--- src/rtl/crc_sig_pkg.sv ---
package crc_sig_pkg;
    typedef enum logic [1:0] {
        ST_IDLE = 2'd0,
        ST_RUN  = 2'd1,
        ST_DONE = 2'd2
    } sig_state_e;
endpackage

--- src/rtl/crc_sig_ctrl.sv ---
module crc_sig_ctrl
    import crc_sig_pkg::*;
(
    input  logic       clk,
    input  logic       rst_n,
    input  logic       clr,
    input  logic       bit_valid,
    input  logic       finish,
    output logic       shift_en,
    output logic       capture,
    output sig_state_e state
);
    sig_state_e state_d;

    // state register
    always_ff @(posedge clk or negedge rst_n) begin
        if (!rst_n) state <= ST_IDLE;
        else        state <= state_d;
    end

    // next state
    always_comb begin
        state_d = state;
        unique case (state)
            ST_IDLE: if (clr) state_d = ST_RUN;
            ST_RUN:  if (clr) state_d = ST_RUN;
                     else if (finish) state_d = ST_DONE;
            ST_DONE: if (clr) state_d = ST_RUN;
            default: state_d = ST_IDLE;
        endcase
    end

    // outputs
    always_comb begin
        shift_en = 1'b0;
        capture  = 1'b0;
        unique case (state)
            ST_IDLE: ;
            ST_RUN: begin
                shift_en = bit_valid & ~clr;
                capture  = finish & ~clr;
            end
            ST_DONE: ;
            default: ;
        endcase
    end
endmodule

--- src/rtl/crc_sig_lfsr.sv ---
module crc_sig_lfsr #(
    parameter int          W    = 5,
    parameter logic [W-1:0] TAPS = 5'b01011
) (
    input  logic         clk,
    input  logic         rst_n,
    input  logic         clr,
    input  logic         shift_en,
    input  logic         din,
    output logic [W-1:0] q,
    output logic [W-1:0] q_next
);
    logic         fb;
    logic [W-1:0] shifted;

    assign fb = q[W-1];

    // internal-XOR stages: stage i takes stage i-1, plus feedback where tapped
    genvar i;
    generate
        for (i = 0; i < W; i++) begin : g_stage
            if (i == 0) begin : g_first
                assign shifted[i] = din ^ (fb & TAPS[i]);
            end else begin : g_rest
                assign shifted[i] = q[i-1] ^ (fb & TAPS[i]);
            end
        end
    endgenerate

    always_comb begin
        if (clr)           q_next = '0;
        else if (shift_en) q_next = shifted;
        else               q_next = q;
    end

    always_ff @(posedge clk or negedge rst_n) begin
        if (!rst_n) q <= '0;
        else        q <= q_next;
    end
endmodule

--- src/rtl/crc_sig_verdict.sv ---
module crc_sig_verdict #(
    parameter int           W      = 5,
    parameter logic [W-1:0] GOLDEN = 5'b01101
) (
    input  logic         clk,
    input  logic         rst_n,
    input  logic         clr,
    input  logic         capture,
    input  logic [W-1:0] sig_next,
    output logic         done,
    output logic         pass
);
    always_ff @(posedge clk or negedge rst_n) begin
        if (!rst_n) begin
            done <= 1'b0;
            pass <= 1'b0;
        end else if (clr) begin
            done <= 1'b0;
            pass <= 1'b0;
        end else if (capture) begin
            done <= 1'b1;
            pass <= (sig_next == GOLDEN);
        end
    end
endmodule

--- src/rtl/crc_sig_analyzer.sv ---
module crc_sig_analyzer
    import crc_sig_pkg::*;
#(
    parameter int           W      = 5,
    parameter logic [W-1:0] TAPS   = 5'b01011,
    parameter logic [W-1:0] GOLDEN = 5'b01101
) (
    input  logic         clk,
    input  logic         rst_n,
    input  logic         clr,
    input  logic         bit_valid,
    input  logic         bit_in,
    input  logic         finish,
    output logic [W-1:0] signature,
    output logic         verdict_valid,
    output logic         pass
);
    logic         shift_en;
    logic         capture;
    sig_state_e   ctl_state;
    logic [W-1:0] sig_next;

    crc_sig_ctrl i_ctrl (
        .clk       (clk),
        .rst_n     (rst_n),
        .clr       (clr),
        .bit_valid (bit_valid),
        .finish    (finish),
        .shift_en  (shift_en),
        .capture   (capture),
        .state     (ctl_state)
    );

    crc_sig_lfsr #(.W(W), .TAPS(TAPS)) i_lfsr (
        .clk      (clk),
        .rst_n    (rst_n),
        .clr      (clr),
        .shift_en (shift_en),
        .din      (bit_in),
        .q        (signature),
        .q_next   (sig_next)
    );

    crc_sig_verdict #(.W(W), .GOLDEN(GOLDEN)) i_verdict (
        .clk      (clk),
        .rst_n    (rst_n),
        .clr      (clr),
        .capture  (capture),
        .sig_next (sig_next),
        .done     (verdict_valid),
        .pass     (pass)
    );
endmodule

--- config.mk ---
export PLATFORM = sky130hd
export DESIGN_NAME = crc_sig_analyzer
export DESIGN_NICKNAME = d
export VERILOG_FILES = /design/src/rtl/crc_sig_pkg.sv /design/src/rtl/crc_sig_ctrl.sv /design/src/rtl/crc_sig_lfsr.sv /design/src/rtl/crc_sig_verdict.sv /design/src/rtl/crc_sig_analyzer.sv
export SDC_FILE = /design/constraint.sdc
export NUM_CORES = 1
export LEC_CHECK = 0
export BUFFER_PORTS_ARGS = -buffer_cell sky130_fd_sc_hd__buf_2
export CORE_AREA = 2 2 39 41
export DETAILED_ROUTE_END_ITERATION = 8
export DIE_AREA = 0 0 41 43
export SLEW_MARGIN = 0
export SYNTH_ARGS = -nofsm -noshare
export SYNTH_HDL_FRONTEND = slang
export SYNTH_HIERARCHICAL = 1
export SYNTH_SLANG_ARGS = --single-unit
--- constraint.sdc ---
create_clock -name clk -period 1.8 [get_ports clk]
set_clock_uncertainty 0.1 [all_clocks]
set_input_delay 0.09 -clock clk [delete_from_list [all_inputs] [get_ports clk]]
set_output_delay 0.09 -clock clk [all_outputs]
set_load 0.01 [all_outputs]
# Word level (Yosys, flattened, before mapping)
# Cells that the tools add are included.
dict set report classes {
  addsub 0
  div_mod_pow 0
  magnitude_cmp 0
  mul 0
  n_reduce_logical 4
  shifts 0
  eq_ne 5
  n_bitwise 6
  mux 12
}
# operator count
set ops {}
lappend ops {{5-bit two-way mux} 2}
lappend ops {{1-bit two-way mux} 6}
lappend ops {{2-bit two-way mux} 3}
lappend ops {{5-bit by 4-bit == test with 1-bit output, second input constant} 1}
lappend ops {{2-bit one-hot mux with 2 select lines} 1}
lappend ops {{3-bit != test, second input constant} 1}
lappend ops {{1-bit XOR} 3}
lappend ops {{1-bit AND} 2}
lappend ops {{2-bit by 1-bit == test with 1-bit output, second input constant} 1}
lappend ops {{2-bit == test, second input constant} 1}
lappend ops {{2-bit zero test} 1}
lappend ops {{2-bit by 1-bit != test with 1-bit output, second input constant} 1}
lappend ops {{2-bit AND reduction} 1}
lappend ops {{2-bit nonzero test} 1}
lappend ops {{2-bit OR reduction} 1}
lappend ops {{1-bit NOT} 1}
dict set report totals {
  ramBits 0
  n_memories 0
  word_cells 31
  out_inout_bits 7
  latch_bits 0
  register_bits 9
  mem_bits_ro 0
  in_bits 6
}

# Logic depth before layout (Yosys ltp)
dict set report depth {
  ltp_word 8
  depth_mapped 6
  mapped_depth_nobuf 5
}

# By module
# Netlist, hierarchy kept.
# mod instances area_each_um2 cells_each seq_area_each_um2
set modules_own_cells {}
lappend modules_own_cells {crc_sig_lfsr 1 217.7 19 125.1}
lappend modules_own_cells {crc_sig_ctrl 1 103.8 8 50.0}
lappend modules_own_cells {crc_sig_verdict 1 87.6 8 50.0}

# Least setup slack after synthesis
# Ideal clock, no wire load.
dict set report synth_path {
  path_type {register -> register}
  from {register i_ctrl.state[1]}
  to {register i_verdict.pass}
  setup_ns 0.121
  n_path_buf 1
  setup_slack_ns 0.106
  synth_period_minus_slack_ns 1.694
  arrival_time_ns 1.473
  required_ns 1.579
  stages_incl_launch_ff 7
  cell_sequence {dfrtp_1 -> and4bb_2 -> buf_2 -> nor2_1 -> a211oi_1 -> and4b_1 -> a22o_1}
}
dict set report synth_between {
  elab_chain_cells 7
  word_cells_on_any_way 9
  cone_classes {2 x eq/ne; 6 x mux; 1 x reduce/logical}
}
# item line_no
set synth_lines {}
lappend synth_lines {{from (decl)} crc_sig_ctrl.sv:11} ;# output sig_state_e state
lappend synth_lines {{from (signal assigned)} crc_sig_ctrl.sv:18} ;# else state <= state_d;
lappend synth_lines {{2-bit by 1-bit == test with 1-bit output} crc_sig_ctrl.sv:37} ;# unique case (state)
lappend synth_lines {{1-bit two-way mux} crc_sig_ctrl.sv:37}
lappend synth_lines {{net shift_en} crc_sig_analyzer.sv:18} ;# logic shift_en;
lappend synth_lines {{5-bit two-way mux} crc_sig_lfsr.sv:32} ;# else if (shift_en) q_next = shifted;
lappend synth_lines {{5-bit two-way mux} crc_sig_lfsr.sv:31} ;# if (clr) q_next = '0;
lappend synth_lines {{net sig_next[1]} crc_sig_analyzer.sv:21} ;# logic [W-1:0] sig_next;
lappend synth_lines {{5-bit by 4-bit == test with 1-bit output} crc_sig_verdict.sv:22} ;# pass <= (sig_next == GOLDEN);
lappend synth_lines {{1-bit two-way mux} crc_sig_verdict.sv:20} ;# end else if (capture) begin
lappend synth_lines {{1-bit two-way mux} crc_sig_verdict.sv:17} ;# end else if (clr) begin
lappend synth_lines {{to (signal assigned)} crc_sig_verdict.sv:22}
lappend synth_lines {{to (decl)} crc_sig_verdict.sv:11} ;# output logic pass
# The timed path passes the listed nets, and every way through them passes these cells. The select of a mux whose other input is x is not followed.
# A chain may end at the register's enable or synchronous reset.

# Final worst setup path
# Same ends and word-level chain as after synthesis.

==> load_flow_metrics.sql <==
INSERT INTO impl_metrics (metric_group, metric, value, unit) VALUES
('status', 'outcome', 'finished clean', ''),
('placed_design', 'minimum_setup_slack_after_placement', '0.0462', 'ns'),
('pwr', 'power', '441', 'µW'),
('setup_path', 'ff2ff_path_depth', '5', ''),
('sta', 'setup_violations', '0', ''),
('die', 'io-pin-count', '13', ''),
('cts', 'postCtsSetupRepairBufs', '0', ''),
('run', 'max_cap_viol_count', '0', ''),
('pwr', 'leakage', '0.000269', 'µW'),
('synth', 'postSynth.asyncResetShare', '100', '%'),
('synth', 'synth.net_count', '41', ''),
('finish', 'multiInputGateArea', '193', 'µm²'),
('die', 'chipHeight', '43', 'µm'),
('global_route', 'first_global_vias', '302', ''),
('setup_path', 'timing.critical_path.cells', 'and4bb_4, nor2_1, a211oi_2, and4b_1, a22o_1', ''),
('finish', 'layout-drive-gt1-share', '38.9', '%'),
('setup_path', 'worst-path-buf-inv', '0', ''),
('die', 'fp-row-count', '14', ''),
('synth', 'library_cell_with_the_highest_instance_count_after_synthesis', 'sky130_fd_sc_hd__dfrtp_1', ''),
('finish', 'antenna_cells', '0', ''),
('die', 'start_util', '29.6', '%'),
('synth', 'yosys.area_share.simple', '22.6', '%'),
('synth', 'avgSynthCellArea', '11.7', 'µm²'),
('synth', 'ys_seq_elements', '9', ''),
('cts', 'clockBufferDepth', '2', ''),
('finish', 'finalNetCount', '61', ''),
('synth', 'post_synth_most_frequent_cells', 'sky130_fd_sc_hd__dfrtp_1 (9), sky130_fd_sc_hd__nor2_1 (8), sky130_fd_sc_hd__a211oi_1 (3), sky130_fd_sc_hd__xnor2_1 (3)', ''),
('synth', 'synthCells', '35', ''),
('drt', 'routed_wire_length', '835', 'µm'),
('placed_design', 'port_buffers', '12', ''),
('drt', 'number_of_vias_per_cell', '4.73', ''),
('drt', 'drcViolationCount', '0', ''),
('finish', 'regArea', '225', 'µm²'),
('synth', 'synth.yosys.seq_area_share', '55.0', '%'),
('cts', 'clkLatencyLatePin', '0.26', 'ns'),
('cts', 'ctsHtreeMaxLevel', '1', ''),
('drt', 'drt-wirelength-per-cell', '11.9', 'µm'),
('die', 'fp.dieArea', '1760', 'µm²'),
('finish', 'n_fill_cell', '136', ''),
('sta', 'fin_crit_sh', '93.5', '%'),
('synth', 'synth-warning-count', '6', ''),
('sta', 'grt_setup_unrepaired', 'no', ''),
('drt', 'ant_nets', '0', ''),
('setup_path', 'arrival', '1.72', 'ns'),
('worst_hold_path', 'holdPathStages', '3', ''),
('sta', 'postLayoutSetupSlackWorst', '0.117', 'ns'),
('synth', 'dominant_combinational_cell_family_by_area_after_synthesis', 'simple AND/OR/NAND/NOR gates', ''),
('pwr', 'ir_worst_vdd', '0.000388', 'V'),
('synth', 'yosysUniqueCellTypes', '14', ''),
('cts', 'cts_sinks', '9', ''),
('synth', 'yosys.area_share.xor_xnor', '6.42', '%'),
('setup_path', 'critical_path.slowest_cell', 'sky130_fd_sc_hd__and4bb_4', ''),
('cts', 'numCtsBuffers', '3', ''),
('setup_path', 'timing.critical_path.max_delay_family', 'simple AND/OR/NAND/NOR gates', ''),
('setup_path', 'cp_num_cells', '5', ''),
('synth', 'most_used_flip_flop_cell_after_synthesis', 'sky130_fd_sc_hd__dfrtp_1', ''),
('synth', 'yosys.area.top_type_share', '55.0', '%'),
('setup_path', 'critical_path.endpoint_type', 'register', ''),
('die', 'chipWidth', '41', 'µm'),
('setup_path', 'start_kind', 'register', ''),
('global_route', 'grt_max_degree', '12', ''),
('sta', 'worstMarginPinSlew', '0.282', 'ns'),
('synth', 'top_cells_by_area_synth', 'sky130_fd_sc_hd__dfrtp_1 (55%), sky130_fd_sc_hd__nor2_1 (7.3%), sky130_fd_sc_hd__xnor2_1 (6.4%)', ''),
('drt', 'detailroute.via_count', '331', ''),
('die', 'fp.coreArea', '1380', 'µm²'),
('cts', 'clk_pin_slew', '0.06', 'ns'),
('cts', 'clock_tree_from_tritoncts', 'done', ''),
('setup_path', 'worst-setup-path-type', 'reg2reg', ''),
('global_route', 'all_layer_global_routing_usage', '12.0', '%'),
('placed_design', 'placed_cells', '65', ''),
('drt', 'drt_iter0_drc', '1', '');
cell families after synthesis:
| logic type | after synthesis |
|---|---|
| AOI/OAI and AO/OA | 5 |
| xor gates and xnor gates | 3 |
| buffers and inverters | 1 |
| muxes | 2 |
| DFF | 9 |
| and+or+nand+nor | 15 |
area by class of cell:
| class | instances | share of cell area [%] |
|---|---|---|
| tap | 16 | 3.60 |
| timing repair buffer | 16 | 16.6 |
| clock buffer | 4 | 4.72 |
| multi-input combinational | 25 | 34.6 |
| sequential | 9 | 40.4 |
per-layer routing:
layer / GRT usage (%) / share of wire [%] / vias to the layer above
met2: 16.9 / 48 / 11
met5: 0 / 0 / -
li1: - / - / 164
met3: 4.71 / 5.3 / 4
met4: 10.0 / 2.9 / 0
met1: 13.4 / 43 / 152
flip-flops by register name, indices dropped and copies added, names as in the netlist:
signal / flops
i_ctrl/state: 2
i_lfsr/q: 5
i_verdict/done: 1
i_verdict/pass: 1
final timing paths:
path / from / endpoint / slack [ns]
max reg2reg: i_ctrl/state[1] / i_verdict/pass / 0.12
max: i_ctrl/state[1] / i_verdict/pass / 0.12
min in group asynchronous: rst_n / i_ctrl/state[0] / 0.11
max in group asynchronous: rst_n / i_verdict/pass / 1.32
min reg2reg: i_verdict/done / i_verdict/done / 0.40
min: finish / i_ctrl/state[0] / 0.01
placed cells by master, fill, tap and decap left out:
cell type / count
sky130_fd_sc_hd__a211oi_1: 2
sky130_fd_sc_hd__a211oi_2: 1
sky130_fd_sc_hd__a22o_1: 1
sky130_fd_sc_hd__a2bb2oi_1: 1
sky130_fd_sc_hd__and4b_1: 1
sky130_fd_sc_hd__and4bb_1: 1
sky130_fd_sc_hd__and4bb_4: 1
sky130_fd_sc_hd__buf_2: 12
sky130_fd_sc_hd__buf_4: 3
sky130_fd_sc_hd__clkbuf_1: 1
sky130_fd_sc_hd__clkbuf_4: 3
sky130_fd_sc_hd__dfrtp_1: 9
sky130_fd_sc_hd__dlygate4sd3_1: 1
sky130_fd_sc_hd__mux2i_1: 2
sky130_fd_sc_hd__nor2_1: 8
sky130_fd_sc_hd__nor2b_1: 1
sky130_fd_sc_hd__nor3b_1: 1
sky130_fd_sc_hd__nor3b_2: 1
sky130_fd_sc_hd__or2_1: 1
sky130_fd_sc_hd__xnor2_1: 3
where the power goes:
group / internal (µW) / total [µW] / switching, µW
clock network: 85.1 / 150 / 64.6
registers: 214 / 221 / 7.30
logic: 36.3 / 70.5 / 34.1
total: 335 / 441 / 106
worst min-delay path, cell delays in order:
cell and delay (ns):
sky130_fd_sc_hd__buf_2 0.09, sky130_fd_sc_hd__nor2b_1 0.04, sky130_fd_sc_hd__a2bb2oi_1 0.12
per-stage QoR:
| step | hold WS, ns | area, µm² | util, % |
|---|---|---|---|
| floorplan | -0.306 | 409 | - |
| global placement | -0.150 | 507 | 36.6 |
| detailed placement | -0.153 | 507 | 36.6 |
| CTS | 0.00207 | 543 | 39.2 |
| global route | 0.0297 | 557 | 40.2 |
| finish | 0.0146 | 557 | 40.2 |
repair_timing:
item | 4_1_cts | 5_1_grt
hold buffers | 1 | 0
hold endpoints to repair | 9 | 0
setup endpoints to repair | 0 | 1
gates resized for setup | 0 | 3
(Power assumes the default switching activity.)
